<file path="src/rtl/mcc_pkg.sv">
package mcc_pkg;

    parameter int ST_W = 4;
    parameter int OP_W = 6;

    typedef enum logic [ST_W-1:0] {
        ST_FETCH  = 4'd0,
        ST_DECODE = 4'd1,
        ST_ADDR   = 4'd2,
        ST_LDRD   = 4'd3,
        ST_LDWB   = 4'd4,
        ST_STWR   = 4'd5,
        ST_ALUEX  = 4'd6,
        ST_ALUWB  = 4'd7,
        ST_BRCMP  = 4'd8,
        ST_JMP    = 4'd9
    } mcc_state_e;

    localparam logic [OP_W-1:0] OPC_RTYPE = 6'b000000;
    localparam logic [OP_W-1:0] OPC_JUMP  = 6'b000010;
    localparam logic [OP_W-1:0] OPC_BEQ   = 6'b000100;
    localparam logic [OP_W-1:0] OPC_LOAD  = 6'b100011;
    localparam logic [OP_W-1:0] OPC_STORE = 6'b101011;

    // opcode class indices (one bit per class in the class vector)
    localparam int CLS_RTYPE = 0;
    localparam int CLS_JUMP  = 1;
    localparam int CLS_BEQ   = 2;
    localparam int CLS_LOAD  = 3;
    localparam int CLS_STORE = 4;
    localparam int CLS_N     = 5;

    typedef logic [CLS_N-1:0] cls_vec_t;

    localparam logic [1:0] BSEL_REG    = 2'b00;
    localparam logic [1:0] BSEL_FOUR   = 2'b01;
    localparam logic [1:0] BSEL_IMM    = 2'b10;
    localparam logic [1:0] BSEL_IMM_SH = 2'b11;

    localparam logic [1:0] FN_ADD   = 2'b00;
    localparam logic [1:0] FN_SUB   = 2'b01;
    localparam logic [1:0] FN_FIELD = 2'b10;

    localparam logic [1:0] PCS_ALU = 2'b00;
    localparam logic [1:0] PCS_REG = 2'b01;
    localparam logic [1:0] PCS_JMP = 2'b10;

    typedef struct packed {
        logic       pc_load;
        logic       pc_load_cond;
        logic       mem_rd_en;
        logic       mem_wr_en;
        logic       ir_load;
        logic       addr_sel;
        logic       rf_wr_en;
        logic       rf_dst_sel;
        logic       rf_data_sel;
        logic       alu_a_sel;
        logic [1:0] alu_b_sel;
        logic [1:0] alu_func;
        logic [1:0] pc_src;
    } ctrl_t;

    // one product term of the next-state array
    typedef struct packed {
        logic [ST_W-1:0] cur;
        logic            any_cls;
        cls_vec_t        cls_mask;
        logic [ST_W-1:0] nxt;
    } term_t;

    localparam int N_TERM = 9;

    function automatic cls_vec_t cls_bit(input int k);
        cls_vec_t v;
        v = '0;
        v[k] = 1'b1;
        return v;
    endfunction

    function automatic logic [OP_W-1:0] class_opcode(input int k);
        case (k)
            CLS_RTYPE: return OPC_RTYPE;
            CLS_JUMP:  return OPC_JUMP;
            CLS_BEQ:   return OPC_BEQ;
            CLS_LOAD:  return OPC_LOAD;
            default:   return OPC_STORE;
        endcase
    endfunction

    function automatic term_t term_cfg(input int i);
        term_t t;
        t = '0;
        case (i)
            0: begin t.cur = ST_FETCH;  t.any_cls = 1'b1;                   t.nxt = ST_DECODE; end
            1: begin t.cur = ST_DECODE; t.cls_mask = cls_bit(CLS_LOAD) | cls_bit(CLS_STORE);
                     t.nxt = ST_ADDR; end
            2: begin t.cur = ST_DECODE; t.cls_mask = cls_bit(CLS_RTYPE);    t.nxt = ST_ALUEX; end
            3: begin t.cur = ST_DECODE; t.cls_mask = cls_bit(CLS_BEQ);      t.nxt = ST_BRCMP; end
            4: begin t.cur = ST_DECODE; t.cls_mask = cls_bit(CLS_JUMP);     t.nxt = ST_JMP;   end
            5: begin t.cur = ST_ADDR;   t.cls_mask = cls_bit(CLS_LOAD);     t.nxt = ST_LDRD;  end
            6: begin t.cur = ST_ADDR;   t.cls_mask = cls_bit(CLS_STORE);    t.nxt = ST_STWR;  end
            7: begin t.cur = ST_LDRD;   t.any_cls = 1'b1;                   t.nxt = ST_LDWB;  end
            default: begin t.cur = ST_ALUEX; t.any_cls = 1'b1;              t.nxt = ST_ALUWB; end
        endcase
        return t;
    endfunction

endpackage

</file>
<file path="src/rtl/mcc_opclass.sv">
module mcc_opclass
    import mcc_pkg::*;
(
    input  logic [OP_W-1:0] opcode,
    output cls_vec_t        cls_o
);
    // one comparator per recognised class; an unknown opcode leaves all zero
    for (genvar k = 0; k < CLS_N; k++) begin : g_cls
        localparam logic [OP_W-1:0] MATCH = class_opcode(k);
        assign cls_o[k] = (opcode == MATCH);
    end
endmodule

</file>
<file path="src/rtl/mcc_next_state.sv">
module mcc_next_state
    import mcc_pkg::*;
(
    input  logic [ST_W-1:0] state,
    input  cls_vec_t        cls,
    output logic [ST_W-1:0] nxt
);
    logic [ST_W-1:0] term_out [N_TERM];

    // AND plane: each term matches a state and optionally a class
    for (genvar t = 0; t < N_TERM; t++) begin : g_term
        localparam term_t CFG = term_cfg(t);
        logic hit;
        assign hit         = (state == CFG.cur) && (CFG.any_cls || (|(cls & CFG.cls_mask)));
        assign term_out[t] = hit ? CFG.nxt : '0;
    end

    // OR plane: no matching term yields state 0
    always_comb begin
        nxt = '0;
        for (int t = 0; t < N_TERM; t++) begin
            nxt = nxt | term_out[t];
        end
    end
endmodule

</file>
<file path="src/rtl/mcc_ctrl_decode.sv">
module mcc_ctrl_decode
    import mcc_pkg::*;
(
    input  logic [ST_W-1:0] state,
    output ctrl_t           ctrl
);
    always_comb begin
        ctrl = '0;
        case (state)
            ST_FETCH: begin
                ctrl.pc_load   = 1'b1;
                ctrl.mem_rd_en = 1'b1;
                ctrl.ir_load   = 1'b1;
                ctrl.alu_b_sel = BSEL_FOUR;
                ctrl.alu_func  = FN_ADD;
                ctrl.pc_src    = PCS_ALU;
            end
            ST_DECODE: begin
                ctrl.alu_b_sel = BSEL_IMM_SH;
                ctrl.alu_func  = FN_ADD;
            end
            ST_ADDR: begin
                ctrl.alu_a_sel = 1'b1;
                ctrl.alu_b_sel = BSEL_IMM;
                ctrl.alu_func  = FN_ADD;
            end
            ST_LDRD: begin
                ctrl.mem_rd_en = 1'b1;
                ctrl.addr_sel  = 1'b1;
            end
            ST_LDWB: begin
                ctrl.rf_wr_en    = 1'b1;
                ctrl.rf_data_sel = 1'b1;
            end
            ST_STWR: begin
                ctrl.mem_wr_en = 1'b1;
                ctrl.addr_sel  = 1'b1;
            end
            ST_ALUEX: begin
                ctrl.alu_a_sel = 1'b1;
                ctrl.alu_b_sel = BSEL_REG;
                ctrl.alu_func  = FN_FIELD;
            end
            ST_ALUWB: begin
                ctrl.rf_wr_en   = 1'b1;
                ctrl.rf_dst_sel = 1'b1;
            end
            ST_BRCMP: begin
                ctrl.pc_load_cond = 1'b1;
                ctrl.alu_a_sel    = 1'b1;
                ctrl.alu_b_sel    = BSEL_REG;
                ctrl.alu_func     = FN_SUB;
                ctrl.pc_src       = PCS_REG;
            end
            ST_JMP: begin
                ctrl.pc_load = 1'b1;
                ctrl.pc_src  = PCS_JMP;
            end
            default: ctrl = '0;
        endcase
    end
endmodule

</file>
<file path="src/rtl/mcc_controller.sv">
module mcc_controller
    import mcc_pkg::*;
(
    input  logic            clk,
    input  logic            rst,
    input  logic [OP_W-1:0] opcode,
    output logic [ST_W-1:0] state_o,
    output logic            pc_load,
    output logic            pc_load_cond,
    output logic            mem_rd_en,
    output logic            mem_wr_en,
    output logic            ir_load,
    output logic            addr_sel,
    output logic            rf_wr_en,
    output logic            rf_dst_sel,
    output logic            rf_data_sel,
    output logic            alu_a_sel,
    output logic [1:0]      alu_b_sel,
    output logic [1:0]      alu_func,
    output logic [1:0]      pc_src
);
    logic [ST_W-1:0] state_q;
    logic [ST_W-1:0] state_d;
    cls_vec_t        cls;
    ctrl_t           ctrl;

    mcc_opclass u_opclass (
        .opcode (opcode),
        .cls_o  (cls)
    );

    mcc_next_state u_next (
        .state (state_q),
        .cls   (cls),
        .nxt   (state_d)
    );

    always_ff @(posedge clk) begin
        if (rst) state_q <= ST_FETCH;
        else     state_q <= state_d;
    end

    mcc_ctrl_decode u_decode (
        .state (state_q),
        .ctrl  (ctrl)
    );

    assign state_o      = state_q;
    assign pc_load      = ctrl.pc_load;
    assign pc_load_cond = ctrl.pc_load_cond;
    assign mem_rd_en    = ctrl.mem_rd_en;
    assign mem_wr_en    = ctrl.mem_wr_en;
    assign ir_load      = ctrl.ir_load;
    assign addr_sel     = ctrl.addr_sel;
    assign rf_wr_en     = ctrl.rf_wr_en;
    assign rf_dst_sel   = ctrl.rf_dst_sel;
    assign rf_data_sel  = ctrl.rf_data_sel;
    assign alu_a_sel    = ctrl.alu_a_sel;
    assign alu_b_sel    = ctrl.alu_b_sel;
    assign alu_func     = ctrl.alu_func;
    assign pc_src       = ctrl.pc_src;
endmodule

</file>
<file path="config.mk">
export PLATFORM = sky130hd
export DESIGN_NAME = mcc_controller
export DESIGN_NICKNAME = d
export VERILOG_FILES = /design/src/rtl/mcc_pkg.sv /design/src/rtl/mcc_opclass.sv /design/src/rtl/mcc_next_state.sv /design/src/rtl/mcc_ctrl_decode.sv /design/src/rtl/mcc_controller.sv
export SDC_FILE = /design/constraint.sdc
export NUM_CORES = 1
export LEC_CHECK = 0
export BUFFER_PORTS_ARGS = -buffer_cell sky130_fd_sc_hd__clkbuf_2
export CAP_MARGIN = 30
export CORE_AREA = 2 2 39 41
export CTS_CLUSTER_DIAMETER = 50
export DETAILED_ROUTE_END_ITERATION = 10
export DIE_AREA = 0 0 41 43
export PLACE_DENSITY = 0.72
export SLEW_MARGIN = 20
export SYNTH_ARGS = -nofsm -noshare
export SYNTH_HDL_FRONTEND = slang
export SYNTH_SLANG_ARGS = --single-unit
</file>
<file path="constraint.sdc">
create_clock -name clk -period 2.3 [get_ports clk]
set_input_delay 0.115 -clock clk [delete_from_list [all_inputs] [get_ports clk]]
set_output_delay 0.115 -clock clk [all_outputs]
set_load 0.05 [all_outputs]
</file>
==> summary.md, run 1 <==
| Metric | Value |
|---|---|
| Synth area leader | `dfxtp_1` |
| Starting DRT DRC Count | `5` |
| Final setup vio count | `0` |
| Vias per cell | `a little under 5` |
| Max-Cap Viols | `0` |
| Vias | `482` |
| Fin util | `approximately 44%` |
| Number of remaining DRC errors | `0` |
| Grt ovf | `0` |
| Total power draw | `0.000238 W` |
| Worst skew pair latency | `~0.23 ns` |
| # IOs | `28` |
| Layout filler cell count | `139` |
| Largest net degree at the start of global routing | `16` |
| Register area share after synthesis | `17.6%` |
| Antenna Cells | `0` |
| Die area | `1760 um^2` |
| Post-route minimum period | `1.85 ns` |
| Met1 usage | `16.0%` |
| First-pass DRT Iterations | `4` |
| Final worst-path cycle share | `80.4%` |
| Hpwl dp | `roughly 830 um` |
| Top post-synthesis cells by area | `dfxtp_1, buf_6, nand2b_4, nor3_1, nand2b_1` |
| Port bufs | `27` |
| Final hold violation count | `0` |
| Worst-Margin Slew | `0.649 ns` |
| Most used DFF post-synth | `dfxtp_1` |
| Setup bufs post-CTS | `0` |
| Post-Syn Instances | `55` |
| Initial core utilization | `32.9%` |
| Post-synth cell types | `30` |
| Cell Pwr Density | `just under 400 nW/um^2` |
| Post-synth EDFFs | `0` |
| Syn nets | `63` |
| Status | `completed` |
| Max_slew headroom | `56.7%` |
| H-Tree Depth | `1` |
| Critical Path RT | `2.18 ns` |
| Post-route setup slack | `0.452 ns` |
| Post-route setup TNS | `0 ns` |
| Critical Path AT | `1.73 ns` |
| Pins Over Slew Limit | `0` |
| Die Span Y | `between 40 and 50 um` |
| Clock-pin slew on the worst setup and hold paths | `0.03 ns` |
| Initial antenna violation count | `0` |
| Setup crit end kind | `output pin` |
| CTS Buf Count | `3` |
| Avg Cell Area, Syn | `8.28 um^2` |
| Gr busiest metal | `met2` |
| Netlist Area Pre-Place | `455 um^2` |
| Crit Path Class | `reg -> out` |
| Synthesis-to-layout area growth | `35.2%` |
| Synth Warn # | `0` |
| Final nets | `91` |
| Synth top area share | `17.6%` |
| VDD IR max | `176 uV` |
| Std cell rows | `14` |
| Pleak | `0.279 nW` |
| CP Max Fanout | `12` |
| GP Congestion | `0.770` |
| Layout cells sized above 1 | `between 50% and 60%` |
| Startpoint types | `register` |
| Wire per inst | `approximately 11 um` |
| Synth async-reset ratio | `0%` |
| Max clock buf depth | `2` |
| Max reg flops | `4` |
| Worst slack, placed | `0.695 ns` |
| CORE AREA | `1380 um^2` |
| Unrepaired setup endpoints after global routing | `no` |
| Post-CTS Resized | `0` |
| Seq cells post-synth | `4` |
| Worst Hold Class | `in -> reg` |
| Sink Count | `4` |
| Post-route ant nets | `0` |
| Peak Freq | `541 MHz` |
| Vias in the first global route | `412` |
| Hold buffer count at cts | `0` |
| Met2 Use GR | `21.6%` |
| Global-route wire length before repair | `1690 um` |
| CTS tree | `built` |
| WL final | `between 1000 and 1500 um` |
| GRT Util Overall | `14.3%` |
| Worst hold slack | `0.169 ns` |
| DIE WIDTH | `about 40 um` |
| CTS root buf | `clkbuf_4` |
| Clk_skew | `0.00117 ns` |
| List of most frequent post-synthesis cells | `nor2_1, nor3_1, dfxtp_1` |
| M3 GR Usage | `approximately 4.7%` |
metrics by stage:
step	std cells	area [um^2]
5_1_grt	97	616
2_1_floorplan	55	479
6_report	97	616
4_1_cts	97	616
3_3_place_gp	94	593
3_5_place_dp	94	593
final cells by class:
cell class | instances | area, um^2 | share of cell area (%)
timing repair buffer | 28 | 143 | 23.2
sequential | 4 | 80.1 | 13.0
inverter | 1 | 3.75 | 0.610
clock buffer | 3 | 22.5 | 3.66
multi-input combinational | 45 | 347 | 56.3
tap | 16 | 20.0 | 3.25
placed cells by master, fill, tap and decap left out, types with 2 or more instances in the layout:
master	netlist	routed
clkbuf_2	0	27
nor2_1	5	5
dfxtp_1	4	4
nor3_1	5	3
nand2b_1	3	3
nand3_1	3	3
clkbuf_4	0	3
nand2b_4	2	2
nor3_2	0	2
xnor2_1	2	2
nor2b_1	2	2
nand2_1	2	2
or2_1	2	2
nor3b_2	1	2
a21oi_1	2	2
worst max-delay path, stage by stage, from the launching register on:
cell and delay, ns:
dfxtp_1 0.68, nor2b_1 0.15, and3_1 0.22, or2_1 0.22, clkbuf_2 0.23
final timing paths:
path                                 start    endpoint  slack (ns)  depth (start not counted)
worst max-delay path            state_o[3]    rf_wr_en        0.45                          4
worst min-delay path             opcode[2]  state_o[3]        0.17                          3
worst max register to register  state_o[0]  state_o[0]        0.91                          3
worst min register to register  state_o[1]  state_o[2]        0.72                          2
cell families after synthesis:
family,share of synthesized area [%]
buffers and inverters,11.5
xor gates and xnor gates,3.85
DFF,17.6
and+or+nand+nor,53.6
AOI/OAI and AO/OA,11.0
muxes,2.47
routing by layer:
metal / vias to the layer above / wire length [um]
li1: 248 / -
met1: 205 / 434
met2: 27 / 502
met3: 2 / 97
met4: 0 / 20
met5: - / 0
where the power goes:
group | switching, W | total [W] | internal [W] | leakage, nW
combinational | 0.0000494 | 0.0000724 | 0.0000231 | 0.233
sequential | 0.00000877 | 0.0000803 | 0.0000715 | 0.0326
clock | 0.0000268 | 0.0000850 | 0.0000582 | 0.0138
(Power assumes the default switching activity.)
==> inputs of run 2 (changes only) <==
--- a/config.mk
+++ b/config.mk
@@ -11,7 +11,7 @@
 export CTS_CLUSTER_DIAMETER = 50
 export DETAILED_ROUTE_END_ITERATION = 10
 export DIE_AREA = 0 0 41 43
-export PLACE_DENSITY = 0.72
+export PLACE_DENSITY = 0.75
 export SLEW_MARGIN = 20
 export SYNTH_ARGS = -nofsm -noshare
 export SYNTH_HDL_FRONTEND = slang
==> constraint.sdc (replaced) <==
create_clock -name clk -period 1.6 [get_ports clk]
set_input_delay 0.08 -clock clk [delete_from_list [all_inputs] [get_ports clk]]
set_output_delay 0.08 -clock clk [all_outputs]
set_load 0.05 [all_outputs]
==> run 2 against run 1 <==
Compared with the run above: sequential cell count did not move; largest cell class unchanged; clock skew is 0.0090 ns higher; clock power rose by 52%; combinational power up 63%; cell count rose by 1.0%; sequential share of layout area is 0.47 points higher; sequential power up 36%; critical path depth stayed put; critical endpoint is now alu_a_sel; first-iteration DRC count is 20% lower; final area grew 12%.
==> summary.md, run 2 (same netlist as run 1, synthesis figures left out) <==
| Metric | Value |
|---|---|
| Status | `completed` |
| CP cell instances | `nand2b_4 -> mux2_2 -> nor2_4 -> buf_2` |
| Final instance area | `687 um^2 (+12%)` |
| # IOs | `28 (unchanged)` |
| Antenna Cells | `0 (unchanged)` |
| Vias per cell | `5.10 (+2.7%)` |
| Final setup vio count | `0 (unchanged)` |
| Clock-pin slew on the worst setup and hold paths | `0.04 ns (about the same)` |
| Commonest non-fill, non-tap cell in the layout | `clkbuf_2` |
| Critical Path RT | `1.52 ns (-0.66 ns)` |
| Initial core utilization | `32.9% (unchanged)` |
| CTS Buf Count | `3 (unchanged)` |
| Worst slack, placed | `0.259 ns (-0.436 ns)` |
| WL final | `1130 um (+7.5%)` |
| Number of remaining DRC errors | `0 (unchanged)` |
| Post-route ant nets | `0 (unchanged)` |
| Most frequent cells in the layout | `clkbuf_2, clkbuf_4` |
| CTS tree | `built` |
| Global-route wire length before repair | `1780 um (+5.3%)` |
| Layout cells sized above 1 | `67.1% (+14 points)` |
| First-pass DRT Iterations | `3 (-1)` |
| Hpwl dp | `917 um (+10%)` |
| Sink Count | `4 (unchanged)` |
| Vias in the first global route | `437 (+6.1%)` |
| Layout filler cell count | `152 (+9.4%)` |
| Crit Path Class | `reg -> out` |
| Final nets | `92 (+1.1%)` |
| Post-route non-filler standard cell count | `98 (+1.0%)` |
| Initial antenna violation count | `0 (unchanged)` |
| Starting DRT DRC Count | `4 (-1)` |
| Die Span Y | `43 um (unchanged)` |
| CP max stage cell | `dfxtp_4` |
| H-Tree Depth | `1 (unchanged)` |
| Post-route minimum period | `1.57 ns` |
| Post-route setup slack | `0.0291 ns (-0.423 ns)` |
| Fin util | `49.6% (+5.2 points)` |
| Peak Freq | `637 MHz` |
| Clk_skew | `0.0101 ns (+0.00896 ns)` |
| CP Max Fanout | `12 (unchanged)` |
| Die area | `1760 um^2 (unchanged)` |
| Worst-Margin Slew | `0.328 ns (-0.321 ns)` |
| CTS root buf | `clkbuf_4` |
| Max stage delay on crit path | `0.41 ns (-0.27 ns)` |
| GP Congestion | `0.706 (-8.4%)` |
| Vias | `500 (+3.7%)` |
| Placed standard-cell area | `657 um^2 (+11%)` |
| Setup crit end kind | `output pin` |
| DIE WIDTH | `41 um (unchanged)` |
| Largest net degree at the start of global routing | `15 (-1)` |
| Pleak | `0.294 nW (+5.1%)` |
| M3 GR Usage | `3.14% (-1.6 points)` |
| Gr busiest metal | `met2` |
| Placed cells | `95 (+1.1%)` |
| Max reg flops | `4 (unchanged)` |
| VDD IR max | `373 uV (+110%)` |
| Port bufs | `27 (unchanged)` |
| Max_slew headroom | `77.9% (+21 points)` |
| CORE AREA | `1380 um^2 (unchanged)` |
| Std cell rows | `14 (unchanged)` |
| Hold buffer count at cts | `0 (unchanged)` |
| Grt ovf | `0 (unchanged)` |
| Pins Over Slew Limit | `0 (unchanged)` |
| Startpoint types | `register` |
| Worst Hold Class | `in -> reg` |
| Cell Pwr Density | `518 nW/um^2 (+34%)` |
| Max-Cap Viols | `0 (unchanged)` |
| Max clock buf depth | `2 (unchanged)` |
| Met1 usage | `14.8% (-1.2 points)` |
| Synthesis-to-layout area growth | `50.8%` |
| Unrepaired setup endpoints after global routing | `no` |
| Final hold violation count | `0 (unchanged)` |
| Critical Path AT | `1.49 ns (-0.24 ns)` |
| Wire per inst | `11.6 um (+6.4%)` |
| Met2 Use GR | `26.3% (+4.7 points)` |
| GRT Util Overall | `15.2% (+0.83 points)` |
| Final worst-path cycle share | `98.2%` |
| Worst skew pair latency | `0.24 ns (about the same)` |
==> run 2: final cells by class <==
type | instances | area [um^2] | share of cell area [%]
multi-input cells | 45 | 395 | 57.6
repair buffers | 29 | 153 | 22.2
flip-flops and latches | 4 | 92.6 | 13.5
clock buffers | 3 | 22.5 | 3.28
well taps | 16 | 20.0 | 2.91
inverters | 1 | 3.75 | 0.546
==> run 2: stage by stage <==
step | TNS (ns) | power (W) | hold WS, ns
CTS | 0 | 0.000359 | 0.116
finish | 0 | 0.000356 | 0.116
floorplan | -0.154 | 0.000201 | 0.221
global placement | 0 | 0.000229 | 0.350
global route | 0 | 0.000373 | 0.144
detailed placement | 0 | 0.000231 | 0.359
==> run 2: timing repair <==
action,in CTS,in global routing
setup endpoints to repair,1,2
gates resized for setup,1,4
gates cloned,0,0
buffers inserted,0,0
==> run 2: worst paths after layout <==
check | startpoint | end | slack [ns] | cells after the start
max | state_o[2] | alu_a_sel | 0.03 | 4
min | opcode[2] | state_o[3] | 0.12 | 3
max reg2reg | state_o[0] | state_o[0] | 0.52 | 3
min reg2reg | state_o[1] | state_o[2] | 0.61 | 2
==> run 2: worst max-delay path, delay by kind of cell (launching register included) <==
| family | cells | cell delay, ns |
|---|---|---|
| multiplexers | 1 | 0.30 |
| AND/OR/NAND/NOR | 2 | 0.28 |
| flip-flops | 1 | 0.41 |
| buffers and inverters | 1 | 0.26 |
==> run 2: routing by layer <==
layer	part of all wire, %	up-vias
met5	0	-
met4	3.0	0
met3	7.2	6
met2	52	23
met1	37	217
li1	-	254
==> run 2: power breakdown <==
group          switching [W]  internal, W
Combinational      0.0000778    0.0000400
Sequential         0.0000101    0.0000985
Clock              0.0000452    0.0000841
==> inputs of run 3 (changes only) <==
--- a/config.mk
+++ b/config.mk
@@ -11,8 +11,10 @@
 export CTS_CLUSTER_DIAMETER = 50
 export DETAILED_ROUTE_END_ITERATION = 10
 export DIE_AREA = 0 0 41 43
+export MAX_ROUTING_LAYER = met4
 export PLACE_DENSITY = 0.75
 export SLEW_MARGIN = 20
 export SYNTH_ARGS = -nofsm -noshare
 export SYNTH_HDL_FRONTEND = slang
+export SYNTH_HIERARCHICAL = 1
 export SYNTH_SLANG_ARGS = --single-unit
==> run 3 against run 2 <==
Compared with the run above: hold slack got worse by 0.074 ns; count of clock-buffer cells in the layout rose by 1; synthesized area grew 0.55%; register-to-register slack worse by 0.26 ns; clock power up 8%; final area rose by 9.1%; critical path depth is the same; sequential power about the same; cell count rose by 3.1%; sequential cell count unchanged; via count is 3.0% higher; combinational power about the same; largest cell class unchanged.
==> summary.md, run 3 <==
| Metric | Value |
|---|---|
| Status | `completed` |
| GRT Util Overall | `12.9% (-2.2 points)` |
| Net Sw Power | `0.000132 W (-0.71%)` |
| Global-route wire length before repair | `1630 um (-8.5%)` |
| Post-route ant nets | `0 (unchanged)` |
| List of most frequent post-synthesis cells | `nor3_1, dfxtp_1, nor2_1, nor2b_1, nor3b_2` |
| Most frequent cells in the layout | `clkbuf_2, clkbuf_4, buf_4, nor3b_2` |
| Clk_skew | `0.00276 ns (-0.00738 ns)` |
| Max reg flops | `4 (unchanged)` |
| Initial antenna violation count | `0 (unchanged)` |
| Top-count cell post-synth | `nor3_1` |
| CORE AREA | `1380 um^2 (unchanged)` |
| Synth top area share | `17.5% (-0.096 points)` |
| Layout cells sized above 1 | `69.4% (+2.3 points)` |
| WL final | `1130 um (about the same)` |
| Die Span Y | `43 um (unchanged)` |
| Post-route minimum period | `1.54 ns (-0.0282 ns)` |
| CTS tree | `built` |
| Initial core utilization | `33.1% (+0.18 points)` |
| Final worst-path cycle share | `96.4% (-1.8 points)` |
| Worst hold slack | `0.0421 ns (-0.0738 ns)` |
| Final nets | `94 (+2.2%)` |
| Synth async-reset ratio | `0% (unchanged)` |
| # IOs | `28 (unchanged)` |
| Synthesis-to-layout area growth | `63.7%` |
| Setup crit end kind | `output pin` |
| Syn nets | `62 (-1.6%)` |
| Critical Path AT | `1.46 ns (-0.03 ns)` |
| Most used DFF post-synth | `dfxtp_1` |
| Hold path cells | `2 (-1)` |
| Sw Share | `36.0% (-1.4 points)` |
| Critical Path RT | `1.52 ns (about the same)` |
| Grt ovf | `0 (unchanged)` |
| Antenna Cells | `0 (unchanged)` |
| Post-synth EDFFs | `0 (unchanged)` |
| Worst Hold Class | `in -> reg` |
| Vias in the first global route | `415 (-5.0%)` |
| Final setup vio count | `0 (unchanged)` |
| Vias per cell | `5.10 (about the same)` |
| Register area share after synthesis | `17.5% (-0.096 points)` |
| Post-route setup TNS | `0 ns (unchanged)` |
| CP Max Fanout | `11 (-1)` |
| Clk pwr share | `37.9% (+1.5 points)` |
| Avg Cell Area, Syn | `8.48 um^2 (+2.4%)` |
| CTS Buf Count | `3 (unchanged)` |
| Area of the multi-input gates | `429 um^2 (+8.5%)` |
| H-Tree Depth | `1 (unchanged)` |
| Sequential cell area | `87.6 um^2 (-5.4%)` |
| Synth area leader | `dfxtp_1` |
| Starting DRT DRC Count | `4 (unchanged)` |
| DIE WIDTH | `41 um (unchanged)` |
| Seq cells post-synth | `4 (unchanged)` |
| Crit Path Class | `reg -> out` |
| Total power draw | `0.000367 W (+3.1%)` |
| Vias | `515 (+3.0%)` |
| Int Pwr | `0.000234 W (+5.4%)` |
| Synth Warn # | `6 (+6)` |
| Die area | `1760 um^2 (unchanged)` |
| Largest net degree at the start of global routing | `19 (+4)` |
| Pins Over Slew Limit | `0 (unchanged)` |
| Logic gate share of total power | `31.6% (-1.5 points)` |
| Pleak | `0.323 nW (+9.8%)` |
| Netlist Area Pre-Place | `458 um^2 (+0.55%)` |
| Max-Cap Viols | `0 (unchanged)` |
| Layout filler cell count | `128 (-16%)` |
| GP Congestion | `0.809 (+15%)` |
| Max_slew headroom | `76.4% (-1.5 points)` |
| Port bufs | `27 (unchanged)` |
| Hold buffer count at cts | `0 (unchanged)` |
| Max clock buf depth | `2 (unchanged)` |
| VDD IR max | `231 uV (-38%)` |
| Fin util | `54.2% (+4.5 points)` |
| Worst skew pair latency | `0.24 ns (about the same)` |
| Commonest non-fill, non-tap cell in the layout | `clkbuf_2` |
| Reg2reg path depth | `4 (+1)` |
| Unrepaired setup endpoints after global routing | `yes` |
| Final instance area | `749 um^2 (+9.1%)` |
| Std cell rows | `14 (unchanged)` |
| Placed standard-cell area | `679 um^2 (+3.4%)` |
| Post-Syn Instances | `54 (-1.8%)` |
| Number of remaining DRC errors | `0 (unchanged)` |
| Cell Pwr Density | `489 nW/um^2 (-5.5%)` |
| Sink Count | `4 (unchanged)` |
| Top post-synthesis cells by area | `dfxtp_1, nor3b_2, nor3_1, nor2b_1, nor3b_1` |
| Post-synth cell types | `30 (unchanged)` |
| Final hold violation count | `0 (unchanged)` |
| First-pass DRT Iterations | `4 (+1)` |
| Worst-Margin Slew | `0.353 ns (+0.0253 ns)` |
| Share of power burned in registers | `30.5% (about the same)` |
| CTS root buf | `clkbuf_4` |
| Startpoint types | `register` |
| Clock-pin slew on the worst setup and hold paths | `0.04 ns (about the same)` |
| Hpwl dp | `791 um (-14%)` |
| Peak Freq | `648 MHz (+1.8%)` |
| Wire per inst | `11.2 um (-2.9%)` |
-- run 3: metrics by stage --
step	worst slack (ns)	cells
floorplan	-0.0890	54
global placement	0.114	94
detailed placement	0.0868	94
CTS	0.00483	98
global route	-0.0241	101
finish	0.0573	101
-- run 3: worst paths after layout --
kind              start         end  slack [ns]
max          state_o[1]    addr_sel        0.06
min                 rst  state_o[2]        0.04
max reg2reg  state_o[2]  state_o[1]        0.26
min reg2reg  state_o[0]  state_o[2]        0.68
-- run 3: cell families after synthesis --
kind of cell	count (synthesis)	share of synthesized area, %
AO/OA/AOI/OAI	8	12.8
XOR/XNOR	3	5.74
buffers and inverters	6	8.74
flip-flops	4	17.5
AND/OR/NAND/NOR	33	55.2
-- run 3: layout make-up --
cell class | instances | share of cell area (%)
inverters | 1 | 0.501
multi-input cells | 44 | 57.3
well taps | 16 | 2.67
clock buffers | 4 | 3.51
repair buffers | 32 | 24.4
flip-flops and latches | 4 | 11.7
-- run 3: worst max-delay path, cell delays in order (launching register included) --
cell      delay [ns]
dfxtp_2         0.45
buf_4           0.27
xnor2_1         0.10
nor3b_2         0.15
clkbuf_4        0.25
-- run 3: power by group through the flow --
stage	Sequential [W]	Combinational [W]	Clock (W)
finish	0.000112	0.000116	0.000139
floorplan	0.000118	0.0000793	0
CTS	0.000112	0.000115	0.000142
detailed placement	0.000113	0.000114	0
global route	0.000112	0.000125	0.000145
global placement	0.000113	0.000113	0
-- run 3: repair_timing --
action | 4_1_cts | 5_1_grt
gates resized for setup | 4 | 4
hold endpoints to repair | 0 | 0
setup endpoints to repair | 3 | 8
pin swaps | 0 | 1
setup buffers | 0 | 3
-- run 3: per-layer routing --
layer,GRT usage [%],vias up,wire (um)
met5,-,-,0
met2,20.0,16,597
met3,0,0,46
met4,6.00,0,0
met1,17.0,233,489
li1,-,266,-
